$ cat src/rtl/csrx_pkg.sv
package csrx_pkg;

    localparam logic [6:0] OPC_SYSTEM = 7'b1110011;

    localparam int F3_LSB  = 12;
    localparam int RD_LSB  = 7;
    localparam int SRC_LSB = 15;
    localparam int ADR_LSB = 20;

    localparam logic [11:0] ADR_USCRATCH = 12'h040;
    localparam logic [11:0] ADR_MSCRATCH = 12'h340;
    localparam logic [11:0] ADR_MEXCPC   = 12'h341;
    localparam logic [11:0] ADR_IDENT    = 12'hF11;

    typedef enum logic [1:0] {
        OP_NONE = 2'b00,
        OP_SWAP = 2'b01,
        OP_SET  = 2'b10,
        OP_CLR  = 2'b11
    } csr_op_e;

    typedef struct packed {
        logic        hit;
        csr_op_e     op;
        logic        use_imm;
        logic [11:0] addr;
        logic [4:0]  rd;
        logic [4:0]  src;
    } csr_dec_t;

    function automatic logic addr_is_read_only(input logic [11:0] a);
        return a[11:10] == 2'b11;
    endfunction

    function automatic logic [1:0] addr_min_priv(input logic [11:0] a);
        return a[9:8];
    endfunction

endpackage

$ cat src/rtl/csrx_decode.sv
module csrx_decode
    import csrx_pkg::*;
(
    input  logic        valid_i,
    input  logic [31:0] insn_i,
    output csr_dec_t    dec_o,
    output logic        do_read_o,
    output logic        do_write_o
);
    logic [2:0] f3;
    csr_op_e    op;

    assign f3 = insn_i[F3_LSB +: 3];

    always_comb begin
        op = OP_NONE;
        if (valid_i && insn_i[6:0] == OPC_SYSTEM) begin
            unique case (f3[1:0])
                2'b01:   op = OP_SWAP;
                2'b10:   op = OP_SET;
                2'b11:   op = OP_CLR;
                default: op = OP_NONE;
            endcase
        end
    end

    always_comb begin
        dec_o.hit     = (op != OP_NONE);
        dec_o.op      = op;
        dec_o.use_imm = f3[2];
        dec_o.addr    = insn_i[ADR_LSB +: 12];
        dec_o.rd      = insn_i[RD_LSB +: 5];
        dec_o.src     = insn_i[SRC_LSB +: 5];
    end

    // Swap reads only for a real destination; set/clear write only for a nonzero source.
    always_comb begin
        do_read_o  = 1'b0;
        do_write_o = 1'b0;
        if (dec_o.hit) begin
            if (op == OP_SWAP) begin
                do_read_o  = (dec_o.rd != 5'd0);
                do_write_o = 1'b1;
            end else begin
                do_read_o  = 1'b1;
                do_write_o = (dec_o.src != 5'd0);
            end
        end
    end
endmodule

$ cat src/rtl/csrx_alu.sv
module csrx_alu
    import csrx_pkg::*;
#(
    parameter int XLEN = 32
) (
    input  csr_op_e             op_i,
    input  logic                use_imm_i,
    input  logic [4:0]          src_i,
    input  logic [XLEN-1:0]     rs1_val_i,
    input  logic [XLEN-1:0]     old_i,
    output logic [XLEN-1:0]     new_o
);
    logic [XLEN-1:0] operand;

    always_comb begin
        if (use_imm_i)
            operand = {{(XLEN-5){1'b0}}, src_i};
        else if (src_i == 5'd0)
            operand = '0;
        else
            operand = rs1_val_i;
    end

    always_comb begin
        unique case (op_i)
            OP_SWAP: new_o = operand;
            OP_SET:  new_o = old_i | operand;
            OP_CLR:  new_o = old_i & ~operand;
            default: new_o = old_i;
        endcase
    end
endmodule

$ cat src/rtl/csrx_regfile.sv
module csrx_regfile
    import csrx_pkg::*;
#(
    parameter int              XLEN      = 32,
    parameter logic [XLEN-1:0] ID_VALUE  = 32'h5A00_0001,
    parameter int              PC_ALIGN  = 2
) (
    input  logic            clk,
    input  logic            rst,
    input  logic [11:0]     addr_i,
    input  logic            wr_en_i,
    input  logic [XLEN-1:0] wr_data_i,
    output logic [XLEN-1:0] rdata_o,
    output logic            present_o
);
    localparam logic [XLEN-1:0] PC_MASK = ~((XLEN)'((1 << PC_ALIGN) - 1));

    logic [XLEN-1:0] uscr_q, mscr_q, mepc_q;

    always_ff @(posedge clk) begin
        if (rst) begin
            uscr_q <= '0;
            mscr_q <= '0;
            mepc_q <= '0;
        end else if (wr_en_i) begin
            unique case (addr_i)
                ADR_USCRATCH: uscr_q <= wr_data_i;
                ADR_MSCRATCH: mscr_q <= wr_data_i;
                ADR_MEXCPC:   mepc_q <= wr_data_i & PC_MASK;
                default: ;
            endcase
        end
    end

    always_comb begin
        present_o = 1'b1;
        rdata_o   = '0;
        unique case (addr_i)
            ADR_USCRATCH: rdata_o = uscr_q;
            ADR_MSCRATCH: rdata_o = mscr_q;
            ADR_MEXCPC:   rdata_o = mepc_q;
            ADR_IDENT:    rdata_o = ID_VALUE;
            default:      present_o = 1'b0;
        endcase
    end

    p_write_lands_r2: assert property (@(posedge clk) disable iff (rst)
        (wr_en_i && addr_i == ADR_MSCRATCH) |=> (mscr_q == $past(wr_data_i)))
        else $error("machine scratch write did not land");
endmodule

$ cat src/rtl/csrx_unit.sv
module csrx_unit
    import csrx_pkg::*;
#(
    parameter int              XLEN     = 32,
    parameter logic [XLEN-1:0] ID_VALUE = 32'h5A00_0001
) (
    input  logic            clk,
    input  logic            rst,
    input  logic            insn_valid_i,
    input  logic [31:0]     insn_i,
    input  logic [XLEN-1:0] rs1_val_i,
    input  logic [1:0]      priv_i,
    output logic [XLEN-1:0] rd_data_o,
    output logic            rd_we_o,
    output logic            illegal_o,
    output logic            csr_rd_stb_o,
    output logic            csr_wr_stb_o
);
    csr_dec_t        dec;
    logic            do_read, do_write, present, legal;
    logic [XLEN-1:0] old_val, new_val;

    csrx_decode u_dec (
        .valid_i    (insn_valid_i),
        .insn_i     (insn_i),
        .dec_o      (dec),
        .do_read_o  (do_read),
        .do_write_o (do_write)
    );

    csrx_alu #(.XLEN(XLEN)) u_alu (
        .op_i      (dec.op),
        .use_imm_i (dec.use_imm),
        .src_i     (dec.src),
        .rs1_val_i (rs1_val_i),
        .old_i     (old_val),
        .new_o     (new_val)
    );

    csrx_regfile #(.XLEN(XLEN), .ID_VALUE(ID_VALUE)) u_rf (
        .clk       (clk),
        .rst       (rst),
        .addr_i    (dec.addr),
        .wr_en_i   (csr_wr_stb_o),
        .wr_data_i (new_val),
        .rdata_o   (old_val),
        .present_o (present)
    );

    always_comb begin
        illegal_o = dec.hit && (!present
                              || (priv_i < addr_min_priv(dec.addr))
                              || (do_write && addr_is_read_only(dec.addr)));
        legal        = dec.hit && !illegal_o;
        csr_rd_stb_o = legal && do_read;
        csr_wr_stb_o = legal && do_write;
        rd_we_o      = legal && (dec.rd != 5'd0);
        rd_data_o    = rd_we_o ? old_val : '0;
    end

    p_illegal_quiet_r8: assert property (@(posedge clk) disable iff (rst)
        illegal_o |-> (!csr_rd_stb_o && !csr_wr_stb_o && !rd_we_o))
        else $error("illegal instruction had an effect");

    p_swap_rd0_noread_r3: assert property (@(posedge clk) disable iff (rst)
        (dec.hit && dec.op == OP_SWAP && dec.rd == 5'd0) |-> !csr_rd_stb_o)
        else $error("swap to x0 read the CSR");

    p_setclr_zero_nowrite_r6: assert property (@(posedge clk) disable iff (rst)
        (dec.hit && dec.op != OP_SWAP && dec.src == 5'd0) |-> !csr_wr_stb_o)
        else $error("set/clear with zero source wrote the CSR");

    p_wb_nonzero_rd_r11: assert property (@(posedge clk) disable iff (rst)
        rd_we_o |-> (insn_i[11:7] != 5'd0 && insn_valid_i))
        else $error("writeback to x0 or without valid");

    p_idle_quiet_r13: assert property (@(posedge clk) disable iff (rst)
        !insn_valid_i |-> (!csr_rd_stb_o && !csr_wr_stb_o && !illegal_o && !rd_we_o))
        else $error("activity without valid");
endmodule

$ cat config.mk
export PLATFORM = sky130hd
export DESIGN_NAME = csrx_unit
export DESIGN_NICKNAME = d
export VERILOG_FILES = /design/src/rtl/csrx_pkg.sv /design/src/rtl/csrx_decode.sv /design/src/rtl/csrx_alu.sv /design/src/rtl/csrx_regfile.sv /design/src/rtl/csrx_unit.sv
export SDC_FILE = /design/constraint.sdc
export NUM_CORES = 1
export LEC_CHECK = 0
export BUFFER_PORTS_ARGS = -buffer_cell sky130_fd_sc_hd__buf_2
export CAP_MARGIN = 20
export CORE_ASPECT_RATIO = 0.9
export CORE_UTILIZATION = 40
export DETAILED_ROUTE_END_ITERATION = 10
export GPL_ROUTABILITY_DRIVEN = 0
export GPL_TIMING_DRIVEN = 0
export RECOVER_POWER = 25
export SYNTH_ARGS = -nofsm -noshare
export SYNTH_HDL_FRONTEND = slang
export SYNTH_SLANG_ARGS = --single-unit
$ cat constraint.sdc
create_clock -name clk -period 2.4 [get_ports clk]
set_clock_uncertainty 0.1 [all_clocks]
set_input_delay 0 -clock clk [delete_from_list [all_inputs] [get_ports clk]]
set_output_delay 0 -clock clk [all_outputs]
set_load 0.05 [all_outputs]
# ---- Word-level counts from Yosys, hierarchy flattened
# Cells that the tools add are included.
dict set report op_classes {
  n_mux 12
  reduce_logical 19
  magnitude_cmp 1
  n_eq_ne 12
  bitwise_logic 3
}
# cell n
set op_table {}
lappend op_table {{case mux 32 bit (4 select lines)} 1}
lappend op_table {{two-way mux 32 bit} 3}
lappend op_table {{case mux 32 bit (3 select lines)} 1}
lappend op_table {{bitwise AND 32 bit} 1}
lappend op_table {{NOT 32 bit} 1}
lappend op_table {{OR 32 bit} 1}
lappend op_table {{equality test 12 x 10 -> 1 bit, second input constant} 2}
lappend op_table {{equality test 12 bit, second input constant} 1}
lappend op_table {{equality test 12 x 7 -> 1 bit, second input constant} 1}
lappend op_table {{equality test 2 bit, second input constant} 5}
lappend op_table {{nonzero test 5 bit} 2}
lappend op_table {{equality test 7 bit, second input constant} 1}
lappend op_table {{logical AND 1 bit} 7}
lappend op_table {{case mux 2 bit (3 select lines)} 1}
lappend op_table {{AND reduction 2 bit} 3}
lappend op_table {{logical NOT 5 bit} 1}
lappend op_table {{two-way mux 1 bit} 5}
lappend op_table {{equality test 2 x 1 -> 1 bit, second input constant} 2}
lappend op_table {{OR reduction 4 bit} 1}
lappend op_table {{logical NOT 1 bit} 2}
lappend op_table {{logical OR 1 bit} 2}
lappend op_table {{< comparator 2 bit} 1}
lappend op_table {{two-way mux 2 bit} 1}
lappend op_table {{nonzero test 2 bit} 1}
dict set report totals {
  register_bits 94
  elab_cells 50
  out_inout_bits 36
}

# ---- Logic depth before layout (Yosys ltp)
dict set report logic_depth {
  ltp_word 13
  depth_mapped 9
  mapped_depth_nobuf 7
}

# ---- Modules after synthesis
# A second synthesis with hierarchy kept.
dict set report hier_totals {
  cells_unflattened 857
  area_unflattened_um2 6294.8
}
# module cells_per_inst area_each_um2 n_inst
set modules_own_cells {}
lappend modules_own_cells {csrx_regfile 538 4050.1 1}
lappend modules_own_cells {csrx_alu 187 1248.7 1}
lappend modules_own_cells {csrx_unit 96 735.7 1}
lappend modules_own_cells {csrx_decode 36 260.2 1}

# ---- Least setup slack after synthesis
# Ideal clock, no wire load.
dict set report synth_timing {
  path_type {input port to output port}
  from {input insn_i[15]}
  to {output rd_data_o[2]}
  arrival_time_ns 2.725
  n_path_buf 1
  stages 7
  path_slack_ns -0.425
  path_cell_list {or4_1 buf_2 nor2_8 a211oi_1 or4_4 a211o_4 nor3_1}
}
dict set report synth_between {
  elab_chain_cells 10
}
# item line_no
set synth_rtl {}
lappend synth_rtl {{from (decl)} csrx_unit.sv:10} ;# input logic [31:0] insn_i,
lappend synth_rtl {{nonzero test 5 bit} csrx_decode.sv:46} ;# do_write_o = (dec_o.src != 5'd0);
lappend synth_rtl {{two-way mux 1 bit} csrx_decode.sv:41} ;# if (op == OP_SWAP) begin
lappend synth_rtl {{two-way mux 1 bit} csrx_decode.sv:40} ;# if (dec_o.hit) begin
lappend synth_rtl {{logical AND 1 bit} csrx_unit.sv:53} ;# || (do_write && addr_is_read_only(dec.addr)));
lappend synth_rtl {{logical OR 1 bit} csrx_unit.sv:53}
lappend synth_rtl {{logical AND 1 bit} csrx_unit.sv:51} ;# illegal_o = dec.hit && (!present
lappend synth_rtl {{logical NOT 1 bit} csrx_unit.sv:54} ;# legal = dec.hit && !illegal_o;
lappend synth_rtl {{logical AND 1 bit} csrx_unit.sv:54}
lappend synth_rtl {{logical AND 1 bit} csrx_unit.sv:57} ;# rd_we_o = legal && (dec.rd != 5'd0);
lappend synth_rtl {{two-way mux 32 bit} csrx_unit.sv:58} ;# rd_data_o = rd_we_o ? old_val : '0;
lappend synth_rtl {{to (decl)} csrx_unit.sv:13} ;# output logic [XLEN-1:0] rd_data_o,
# Every way passes these cells.

# ---- Worst setup path in the final report
dict set report layout_timing {
  from {input insn_i[19]}
  to {output rd_data_o[0]}
}
# The elaborated chain is that of the path after synthesis.

==> out/qor.json <==
{
  "power_and_ir_drop": {
    "pwr-share-comb_pct": 8.8,
    "p_sw_uw": 816.4,
    "peak_supply_drop_v": 0.0003058,
    "leakage_uw": 0.002746,
    "clockPowerShare_pct": 45.9,
    "power_frac_seq_pct": 45.3,
    "cellInternalPower_uw": 2628,
    "pd_cells_nw_per_um2": 466.2,
    "power.total_uw": 3445,
    "switching_share_pct": 23.70
  },
  "detailed_routing": {
    "final_antenna_net_count": 0,
    "wire_per_inst_um": 22.95,
    "avgViaCountPerCell": 6.506,
    "via_count": 6330,
    "postRouteWirelength_um": 22330,
    "drt_iter0_markers": 847,
    "detailedRoute.firstPassIterationCount": 9,
    "detail_route.drc_violations": 5
  },
  "final_layout": {
    "area_added_between_synthesis_and_finish_pct": 34.90,
    "fillers": 1207,
    "num-nets-final": 871,
    "layout.cells.non_filler": 973,
    "antenna-diode-count": 0,
    "post_route_cell_area_sq_um": 7390,
    "drive_gt1_share_pct": 28.82
  },
  "setup_path": {
    "crit_required_ns": 2.30,
    "r2r_end": "u_rf.mepc_q[2]",
    "endpoint_kind": "output pin",
    "timing.critical_path.fanout_max": 5,
    "timing.setup.critical_path_class": "primary input to output pin",
    "type_of_origin_of_the_critical_path": "primary input",
    "worstPathArrival_ns": 2.34,
    "r2r_start": "u_rf.mepc_q[2]",
    "worst-r2r-cell-count": 6,
    "reg2reg_setup_slack_ns": 0.58
  },
  "cts": {
    "clk_slew_on_worst_s_h_paths_ns": 0.07,
    "cts_max_path_buffers": 2,
    "tritoncts": "done",
    "clock-root-buffer": "sky130_fd_sc_hd__clkbuf_16",
    "count_of_clock_tree_sinks": 94,
    "insertion_delay_ns": 0.35,
    "cts_made_buffers": 9,
    "htree_num_levels": 3
  },
  "global_route": {
    "first_global_vias": 6099,
    "gr-usage-met1_pct": 40.18,
    "global_route.usage.met3_pct": 7.139,
    "grt_remaining_overflow": 0,
    "gr-usage-met2_pct": 50.91,
    "grt_resource_usage_total_pct": 31.16,
    "globalRoute.busiestLayer": "met2",
    "global_route_wire_length_before_repair_um": 33600,
    "grt_start_max_net_pins": 15,
    "antenna_violations_before_repair": 0
  },
  "yosys": {
    "synth.top_cell.area_share_pct": 34.35,
    "synthesis.instances": 669,
    "synth.cells.most_frequent": "sky130_fd_sc_hd__nor2_1 (107), sky130_fd_sc_hd__dfxtp_1 (94), sky130_fd_sc_hd__a211oi_1 (59)",
    "yosys_most_used_dff": "sky130_fd_sc_hd__dfxtp_1",
    "synthTopCellsByArea": "sky130_fd_sc_hd__dfxtp_1 (34%), sky130_fd_sc_hd__a211oi_1 (8.1%), sky130_fd_sc_hd__nor2_1 (7.3%)",
    "postSynthRegisterBits": 94,
    "mappedNetlistArea_sq_um": 5478,
    "yosysMostFrequentCell": "sky130_fd_sc_hd__nor2_1",
    "asyncSetResetFlopFracSynth_pct": 0,
    "netlist-cell-type-count": 65,
    "synth-edff-count": 0,
    "ys_seq_area_share_pct": 34.35,
    "yosys_warnings": 0,
    "synth.largest_area_cell": "sky130_fd_sc_hd__dfxtp_1",
    "postSynthNetCount": 739,
    "syn_avg_cell_area_sq_um": 8.188
  },
  "floorplan": {
    "fp.dieArea_sq_um": 14170,
    "floorplan.io_pins": 105,
    "die-height_um": 113.0,
    "core_area_sq_um": 13360,
    "start_util_pct": 40.99,
    "die_width_um": 125.4,
    "num_rows": 40
  },
  "run_status": {
    "failed_checks": "design-rule violations, negative setup slack",
    "status": "finished with violations"
  },
  "sta": {
    "drv_slew": 0,
    "worst-slew-pin-transition_ns": 0.8919,
    "timing.final.ws_setup_ns": -0.03801,
    "period_needed_ns": 2.438,
    "post-route-period-util_pct": 101.6,
    "grt_setup_unrepaired": "yes",
    "max_clock_freq_ghz": 0.4102,
    "remaining_max_slew_budget_at_the_tightest_pin_pct": 39.01,
    "hold_viol": 0,
    "final_setup_violation_count": 10,
    "setup_total_negative_slack_ns": -0.2601
  },
  "worst_hold_path": {
    "hold-path-cell-count": 3,
    "whs_endpoint": "u_rf.mepc_q[31]",
    "holdCritPathClass": "primary input to flip-flop",
    "worstHoldStart": "rs1_val_i[31]"
  },
  "placed_design": {
    "dpl-instance-area_sq_um": 6271,
    "numPlacedInstances": 938,
    "detailed_place_hpwl_um": 15400,
    "place.port_buffers": 100
  },
  "run": {
    "max_cap_viol_count": 0
  }
}
## worst max path at each step
| stage | start | to | slack [ns] | cells after the start |
|---|---|---|---|---|
| finish | insn_i[19] | rd_data_o[0] | -0.04 | 10 |
| global route | insn_i[19] | rd_data_o[0] | -0.06 | 10 |
| CTS | insn_i[15] | rd_data_o[13] | -0.16 | 11 |
| detailed placement | insn_i[21] | u_rf.mscr_q[21] | -0.69 | 7 |
| global placement | insn_i[21] | u_rf.mscr_q[21] | -0.68 | 7 |
| floorplan | insn_i[15] | csr_wr_stb_o | -0.18 | 6 |
## logic make-up after synthesis
family | after synthesis | synth area share (%)
flops | 94 | 34.35
buf+inv | 65 | 5.002
fa+ha+maj | 1 | 0.2284
simple gates | 262 | 25.63
mux | 31 | 6.099
xor+xnor | 1 | 0.1599
compound gates | 215 | 28.53
## what timing repair did
action                                 4_1_cts  5_1_grt
setup endpoints to repair                   89      103
pin swaps                                   16        9
setup buffers                                6        8
endpoints found under the hold margin       11        0
hold buffers                                 9        0
cloned                                       3        0
resized for setup                          137       31
## worst max-delay path: stages
cell and delay, ns:
sky130_fd_sc_hd__buf_6 0.10, sky130_fd_sc_hd__or4_4 0.59, sky130_fd_sc_hd__nor2_8 0.13, sky130_fd_sc_hd__a211oi_2 0.07, sky130_fd_sc_hd__or4_4 0.44, sky130_fd_sc_hd__a211o_4 0.31
sky130_fd_sc_hd__buf_6 0.15, sky130_fd_sc_hd__buf_12 0.15, sky130_fd_sc_hd__nor3_4 0.20, sky130_fd_sc_hd__buf_6 0.19
## final cells by class
type	instances	area, sq um	area share (%)
Multi-Input combinational cell	510	3643	49.31
Sequential cell	94	1882	25.47
Timing Repair Buffer	125	1040	14.07
Buffer	55	254.0	3.437
Clock buffer	11	252.7	3.420
Tap cell	168	210.2	2.845
Clock inverter	4	70.07	0.9482
Inverter	5	26.28	0.3556
Timing Repair inverter	1	11.26	0.1524
## routing by layer
layer / routed length (um) / part of all wire [%]
met4: 592 / 2.7
met3: 2215 / 9.9
met1: 9265 / 41
met5: 0 / 0
met2: 10260 / 46
## power by group through the flow
stage	Sequential [uW]	Combinational (uW)	Clock (uW)
after floorplan	1590	129	0
after global placement	1590	259	0
after detailed placement	1590	264	0
after CTS	1560	286	1590
after global routing	1560	320	1630
final	1560	304	1580
## cell usage in the layout (no fill, tap or decap), types with 17 or more instances in the layout
cell type and n:
sky130_fd_sc_hd__a211oi_1 58, sky130_fd_sc_hd__o22ai_1 17, sky130_fd_sc_hd__o21ai_0 17, sky130_fd_sc_hd__dfxtp_1 94, sky130_fd_sc_hd__nor2_1 99, sky130_fd_sc_hd__nand2b_1 19, sky130_fd_sc_hd__buf_6 29, sky130_fd_sc_hd__a22oi_1 27
sky130_fd_sc_hd__nor3_4 17, sky130_fd_sc_hd__clkbuf_1 32, sky130_fd_sc_hd__buf_2 68, sky130_fd_sc_hd__a21oi_1 26, sky130_fd_sc_hd__nand2_1 28, sky130_fd_sc_hd__mux2_2 19
## per-stage QoR
step                utilization [%]  hold slack (ns)  worst slack [ns]
CTS                           54.61         0.006613           -0.1632
global route                  55.30          0.02883          -0.06063
global placement              46.89           0.3064           -0.6829
floorplan                         -           0.1872           -0.1784
finish                        55.30         0.006831          -0.03801
detailed placement            46.93           0.3319           -0.6886
## registers in the layout, summed over array words and instances (netlist names)
register,count
u_rf.mscr_q,32
u_rf.uscr_q,32
u_rf.mepc_q,30
(Power assumes the default switching activity.)
